[src/rtl/bas_pkg.sv]
package bas_pkg;

    typedef enum logic [3:0] {
        OP_ADD  = 4'd0,
        OP_SUB  = 4'd1,
        OP_AND  = 4'd2,
        OP_OR   = 4'd3,
        OP_XOR  = 4'd4,
        OP_ROL  = 4'd5,
        OP_ROR  = 4'd6,
        OP_SHL  = 4'd7,
        OP_SHR  = 4'd8,
        OP_TEST = 4'd9
    } alu_op_e;

    // bit order matches the register layout, high to low: C Z S V
    typedef struct packed {
        logic c;
        logic z;
        logic s;
        logic v;
    } flag_t;

    localparam int FLAG_W = 4;

endpackage

[src/rtl/bas_alu_core.sv]
module bas_alu_core
    import bas_pkg::*;
#(
    parameter int DATA_W = 8
) (
    input  logic [3:0]        op_code,
    input  logic [DATA_W-1:0] a,
    input  logic [DATA_W-1:0] b,
    output logic [DATA_W-1:0] res,
    output flag_t             upd_mask,
    output flag_t             upd_val
);

    localparam int MSB = DATA_W - 1;

    logic [DATA_W:0] sum_w;
    logic [DATA_W:0] dif_w;

    always_comb begin
        sum_w    = {1'b0, a} + {1'b0, b};
        dif_w    = {1'b0, a} - {1'b0, b};
        res      = '0;
        upd_mask = '0;
        upd_val  = '0;
        case (alu_op_e'(op_code))
            OP_ADD: begin
                res       = sum_w[MSB:0];
                upd_val.c = sum_w[DATA_W];
                upd_val.v = (a[MSB] == b[MSB]) && (res[MSB] != a[MSB]);
                upd_mask  = '{c: 1'b1, z: 1'b1, s: 1'b1, v: 1'b1};
            end
            OP_SUB: begin
                res       = dif_w[MSB:0];
                upd_val.c = dif_w[DATA_W];
                upd_val.v = (a[MSB] != b[MSB]) && (res[MSB] != a[MSB]);
                upd_mask  = '{c: 1'b1, z: 1'b1, s: 1'b1, v: 1'b1};
            end
            OP_AND, OP_OR, OP_XOR: begin
                if (alu_op_e'(op_code) == OP_AND)     res = a & b;
                else if (alu_op_e'(op_code) == OP_OR) res = a | b;
                else                                  res = a ^ b;
                upd_val.v = 1'b0;
                upd_mask  = '{c: 1'b0, z: 1'b1, s: 1'b1, v: 1'b1};
            end
            OP_ROL: begin
                res       = {a[MSB-1:0], a[MSB]};
                upd_val.c = a[MSB];
                upd_mask  = '{c: 1'b1, z: 1'b1, s: 1'b1, v: 1'b0};
            end
            OP_ROR: begin
                res       = {a[0], a[MSB:1]};
                upd_val.c = a[0];
                upd_mask  = '{c: 1'b1, z: 1'b1, s: 1'b1, v: 1'b0};
            end
            OP_SHL: begin
                res       = {a[MSB-1:0], 1'b0};
                upd_val.c = a[MSB];
                upd_mask  = '{c: 1'b1, z: 1'b1, s: 1'b1, v: 1'b0};
            end
            OP_SHR: begin
                res       = {1'b0, a[MSB:1]};
                upd_val.c = a[0];
                upd_mask  = '{c: 1'b1, z: 1'b1, s: 1'b1, v: 1'b0};
            end
            OP_TEST: begin
                res       = a & b;
                upd_mask  = '{c: 1'b0, z: 1'b1, s: 1'b0, v: 1'b0};
            end
            default: begin
                res       = '0;
                upd_mask  = '0;
            end
        endcase
        upd_val.z = (res == '0);
        upd_val.s = res[MSB];
    end

endmodule

[src/rtl/bas_flag_reg.sv]
module bas_flag_reg
    import bas_pkg::*;
(
    input  logic  clk,
    input  logic  rst_n,
    input  logic  op_fire,
    input  flag_t upd_mask,
    input  flag_t upd_val,
    input  logic  wr_hit,
    input  flag_t wr_flags,
    input  logic  cf_set,
    input  logic  cf_clr,
    input  logic  cf_cpl,
    output flag_t flags
);

    typedef struct packed {
        flag_t fl;
    } state_t;

    state_t st_d;
    state_t st_q;

    always_comb begin
        st_d = st_q;
        if (wr_hit) begin
            st_d.fl = wr_flags;
        end
        if (op_fire) begin
            // computed flags win over the data write, bit by bit
            st_d.fl = (upd_mask & upd_val) | (~upd_mask & st_d.fl);
        end else if (!wr_hit) begin
            if (cf_set)      st_d.fl.c = 1'b1;
            else if (cf_clr) st_d.fl.c = 1'b0;
            else if (cf_cpl) st_d.fl.c = ~st_q.fl.c;
        end
    end

    always_ff @(posedge clk or negedge rst_n) begin
        if (!rst_n) st_q <= '0;
        else        st_q <= st_d;
    end

    assign flags = st_q.fl;

endmodule

[src/rtl/byte_alu_status.sv]
module byte_alu_status
    import bas_pkg::*;
#(
    parameter int                DATA_W    = 8,
    parameter int                ADDR_W    = 8,
    parameter logic [ADDR_W-1:0] FLAG_ADDR = 8'hD5
) (
    input  logic              clk,
    input  logic              rst_n,
    input  logic              op_valid,
    input  logic [3:0]        op_code,
    input  logic [DATA_W-1:0] op_a,
    input  logic [DATA_W-1:0] op_b,
    output logic [DATA_W-1:0] result,
    input  logic [ADDR_W-1:0] bus_addr,
    input  logic              bus_wr,
    input  logic [DATA_W-1:0] bus_wdata,
    output logic [DATA_W-1:0] bus_rdata,
    input  logic              cf_set,
    input  logic              cf_clr,
    input  logic              cf_cpl,
    output logic              flag_c,
    output logic              flag_z,
    output logic              flag_s,
    output logic              flag_v
);

    localparam int PAD_W = DATA_W - FLAG_W;

    flag_t upd_mask;
    flag_t upd_val;
    flag_t flags;
    flag_t wr_flags;
    logic  addr_hit;
    logic  wr_hit;

    assign addr_hit = (bus_addr == FLAG_ADDR);
    assign wr_hit   = bus_wr && addr_hit;
    assign wr_flags = flag_t'(bus_wdata[DATA_W-1 -: FLAG_W]);

    bas_alu_core #(.DATA_W(DATA_W)) u_core (
        .op_code  (op_code),
        .a        (op_a),
        .b        (op_b),
        .res      (result),
        .upd_mask (upd_mask),
        .upd_val  (upd_val)
    );

    bas_flag_reg u_flags (
        .clk      (clk),
        .rst_n    (rst_n),
        .op_fire  (op_valid),
        .upd_mask (upd_mask),
        .upd_val  (upd_val),
        .wr_hit   (wr_hit),
        .wr_flags (wr_flags),
        .cf_set   (cf_set),
        .cf_clr   (cf_clr),
        .cf_cpl   (cf_cpl),
        .flags    (flags)
    );

    assign bus_rdata = addr_hit ? {flags, {PAD_W{1'b0}}} : '0;
    assign flag_c    = flags.c;
    assign flag_z    = flags.z;
    assign flag_s    = flags.s;
    assign flag_v    = flags.v;

endmodule

[config.mk]
export PLATFORM = sky130hd
export DESIGN_NAME = byte_alu_status
export DESIGN_NICKNAME = d
export VERILOG_FILES = /design/src/rtl/bas_pkg.sv /design/src/rtl/bas_alu_core.sv /design/src/rtl/bas_flag_reg.sv /design/src/rtl/byte_alu_status.sv
export SDC_FILE = /design/constraint.sdc
export NUM_CORES = 1
export LEC_CHECK = 0
export ABC_AREA = 1
export ABC_CLOCK_PERIOD_IN_PS = 3400
export BUFFER_PORTS_ARGS = -buffer_cell sky130_fd_sc_hd__buf_2
export CORE_UTILIZATION = 33
export DETAILED_ROUTE_END_ITERATION = 8
export GPL_TIMING_DRIVEN = 0
export PLACE_DENSITY = 0.67
export SETUP_SLACK_MARGIN = 0.2
export SYNTH_ARGS = -nofsm -noshare
export SYNTH_HDL_FRONTEND = slang
export SYNTH_SLANG_ARGS = --single-unit
export TNS_END_PERCENT = 50
[constraint.sdc]
create_clock -name clk -period 3.4 [get_ports clk]
set_input_delay 0.68 -clock clk [delete_from_list [all_inputs] [get_ports clk]]
set_output_delay 0.68 -clock clk [all_outputs]
set_load 0.005 [all_outputs]
Word level (Yosys, flattened, before mapping)
Index checks and enable logic that the tools add are counted.

Bitwise gates (word level): 8. Equal/unequal tests: 14. Mux-type cells: 14. Add/sub/neg operators: 2. Reductions and logical operators: 10.

Operator list (count): case mux 8 bit (8 select lines) (1); 2-to-1 mux 8 bit (3); equality test 4 x 3 -> 1 bit, second input constant (4); case mux 4 bit (4 select lines) (1); adder 8 x 8 -> 9 bit (1); subtractor 8 x 8 -> 9 bit (1); AND 4 bit (2); AND 8 bit (1); equality test 4 x 2 -> 1 bit, second input constant (2); equality test 4 bit, second input constant (2); equality test 8 bit, second input constant (1); logical NOT 8 bit (1); bitwise OR 8 bit (1); XOR 8 bit (1); OR reduction 2 bit (3); 2-to-1 mux 1 bit (5); equality test 4 x 1 -> 1 bit, second input constant (1); logical NOT 4 bit (1); 2-to-1 mux 4 bit (1); NOT 4 bit (1); bitwise OR 4 bit (1); case mux 1 bit (4 select lines) (1); OR reduction 4 bit (1); logical AND 1 bit (3); other kinds (6) (8).

Logic and storage cells: 52. Register bits: 4. Input port bits: 43. Output and inout port bits: 20.

Logic depth before layout (Yosys ltp)
Depth in word-level cells: 8. Mapped depth: 15. Gate-level depth less buffers: 15.

By module
Synthesis repeated with hierarchy kept, for this count alone.

Cells, all modules: 388. Area, all modules: 2045.7 um^2.

Modules (own cells, without submodules): bas_alu_core (cells an instance 326, area an instance 1692.9 um^2, instances 1, sequential area each 0.0 um^2); bas_flag_reg (cells an instance 37, area an instance 239.0 um^2, instances 1, sequential area each 100.1 um^2); byte_alu_status (cells an instance 25, area an instance 113.9 um^2, instances 1, sequential area each 0.0 um^2).

Least setup slack after synthesis
No wires, ideal clock.

Path type: in2out. Start point: input port op_a[1]. End point: output port result[7]. Setup slack: 0.797 ns. Stages: 9. Arrival: 1.923 ns. Required time: 2.720 ns. Buffers on the path: 0. Cells stage by stage: inv_1 ha_1 o21ai_0 nand4_1 nand2_1 nand2_1 a21oi_1 nor2_2 inv_1.

Cells in the longest elaborated chain, start to end: 2. Elaborated cells between the ends (all ways): 3. Those cells by class: 2 x add/sub; 1 x mux.

Ends and longest elaborated chain: start, declared (line byte_alu_status.sv:12) `input logic [DATA_W-1:0] op_a,`; subtractor 8 x 8 -> 9 bit / adder 8 x 8 -> 9 bit (equally long branches) (line bas_alu_core.sv:21, bas_alu_core.sv:20); case mux 8 bit (8 select lines) (*) (line bas_alu_core.sv:25) `case (alu_op_e'(op_code))`; end, declared (line byte_alu_status.sv:14) `output logic [DATA_W-1:0] result,`.

Mark *: on every way between the ends. The rest lies on a longest branch, timed or not.

Final worst setup path
Start point: input port op_a[0]. End point: output port result[6].

Same word-level chain as after synthesis.

==> metrics.txt <==
worst setup path class=primary input to output pin; Die Wd=77.0 um; crit path launch type=primary input; Seq/Total Area, Yosys=0.0539; drt pass-1 iters=4; starting density of the core=0.353; post-route ant nets=0; TritonCTS clock tree=done; vias per cell=4.87; most common cell after layout, fill and taps aside=nand2_1; 1st-iter DRT viols=183; Peak VDD IR=0.118 mV; Final Instance Area=2270 um^2; distinct cell type count after synthesis=30; I/O Pins=63; outcome=finished, final reports clean; Via Count=2278; WP data arrival=2.40 ns; Setup violations, final=0; Tcrit/Tclk final=0.907; cells along the critical path=buf_2 > inv_1 > ha_1 > fa_1 > inv_1 > nand2_1 > nand2_2 > nand4_1 > nand2_1 > nand2_1 > nand3_1 > nand3_1 > buf_2; Reg2Reg Launch Point=u_flags.flags[3]$_DFF_PN0_; pwr/cell area=193 nW/um^2; Crit path top cell by count=nand2_1; vias in the first global route=2077; worst skew pair latency=0.21 ns; Ys Warns=0; Die Ht=77.0 um; largest net degree at the start of global routing=10; Yosys reg bits=4; Buf/Inv on CP=4; total gr overflow=0; Area growth, synth to finish=22.4%; max reg flops=4; Max FO, Critical Path=4; total CTS buffers=3; share of post-route cells with drive strength above 1=0.234; clock sink count=4; Avg Cell Area, Syn=5.50 um^2; htree depth=1; final WL=5530 um; Wirelength per Cell=11.8 um; global-route wire length before repair=8940 um; DRC=0; die area=5930 um^2; CP top delay family=adder cells; unrepaired setup endpoints after global routing=true; crit path from=op_a[0]; Rows=26; Critical Path Sink Type=output pin; max-cap violations=0; total track usage=0.183; Post-DP HPWL=4520 um; commonest non-fill, non-tap cells in the layout=98 x nand2_1, 55 x inv_1, 54 x buf_2; postcts setup bufs=0; Synth Flop Type=dfrtp_1; FFs w/ async S/R, synth=1.00; multi-input logic area=1500 um^2; Final min period=3.08 ns; Max clock buf depth=2; Post-Syn Area=1860 um^2; Worst Skew=0 ns; Slowest Stage Delay on Critical Path=0.40 ns; initial antenna violation count=0; Peak Freq=324 MHz; setup TNS=0 ns; slowest cell on the critical path=fa_1; FILL cells=607; area taken by flip-flops and latches=100 um^2; Worst Hold Class=primary input to asynchronous set/reset pin; Cells after Synth=338; diode count=0; Placement Cell Area=2230 um^2; clk slew on worst S/H paths=0.03 ns; Placer Congestion=0.898; P_leak=1.38 nW; Port Buffers=54; Root Driver=clkbuf_8; pins over their slew limit=0; Final Net Count=470; EDFF count, synth=0; CP required=2.72 ns; core area=5270 um^2; Fin. Hold Viols=0
what timing repair did:
item	CTS	global route
resized for setup	1	2
hold buffers	0	0
endpoints found under the setup margin	1	2
pin swaps	0	0
worst register-to-register path: cells and delay by family, from the launching register on:
family | cells | cell delay, ns
simple gates | 8 | 0.49
flops | 1 | 0.40
final cells by class:
| type | instances | area share |
|---|---|---|
| timing repair buffer | 54 | 0.119 |
| clock buffer | 3 | 0.0182 |
| sequential | 4 | 0.0440 |
| inverter | 63 | 0.104 |
| tap | 70 | 0.0385 |
| multi-input combinational | 269 | 0.660 |
| buffer | 5 | 0.0165 |
where the power goes:
part	leakage, nW	total (mW)	switching, mW	internal (mW)
logic	1.31	0.283	0.175	0.108
clock network	0.0216	0.0969	0.0217	0.0752
registers	0.0501	0.0596	0.00418	0.0554
total	1.38	0.440	0.201	0.239
per-stage QoR:
stage / cells / util / hold slack [ns] / setup WS [ns] / power [mW]
final: 468 / 0.432 / 0.264 / 0.315 / 0.440
after floorplan: 341 / - / 0.384 / 0.797 / 0.241
after global placement: 465 / 0.423 / 0.485 / 0.139 / 0.334
after CTS: 468 / 0.430 / 0.261 / 0.298 / 0.438
after detailed placement: 465 / 0.423 / 0.486 / 0.112 / 0.338
after global routing: 468 / 0.432 / 0.264 / 0.144 / 0.482
kinds of logic (layout without fill, tap and decap cells):
kind of cell | Yosys count | in the layout | share of synthesized area
AO/OA/AOI/OAI | 39 | 39 | 0.117
AND/OR/NAND/NOR | 198 | 198 | 0.485
flip-flops | 4 | 4 | 0.0539
XOR/XNOR | 1 | 1 | 0.00471
adder cells (fa/ha/maj) | 27 | 27 | 0.190
buffers and inverters | 68 | 125 | 0.147
other | 1 | 4 | 0.00202
synthesized netlist by cell type, drive strengths merged (2+ instances only):
library cell | instances | area [um^2]
inv | 62 | 233
nand4 | 7 | 43.8
nor2 | 36 | 175
o21a | 2 | 15.0
fa | 2 | 40.0
nor3b | 2 | 15.0
a21oi | 21 | 113
o21ai | 12 | 60.1
nand2 | 108 | 438
buf | 5 | 37.5
ha | 25 | 313
nand3 | 42 | 210
dfrtp | 4 | 100
path summary, 6_finish.rpt:
kind                                              end  slack, ns  cells after the start
max in group asynchronous  u_flags.flags[3]$_DFF_PN0_       3.02                      1
setup reg to reg           u_flags.flags[3]$_DFF_PN0_       2.42                      8
hold / removal             u_flags.flags[2]$_DFF_PN0_       0.26                      1
min in group clk           u_flags.flags[2]$_DFF_PN0_       0.67                      4
hold reg to reg            u_flags.flags[2]$_DFF_PN0_       0.67                      4
setup / recovery                            result[6]       0.32                     13
per-layer routing:
layer / part of all wire / wire, um / GRT usage
met5: 0 / 0 / 0
met4: 0.0098 / 54 / 0.0509
met3: 0.064 / 356 / 0.0190
met2: 0.48 / 2660 / 0.335
met1: 0.44 / 2450 / 0.225
Power figures use the tool's default switching activity.
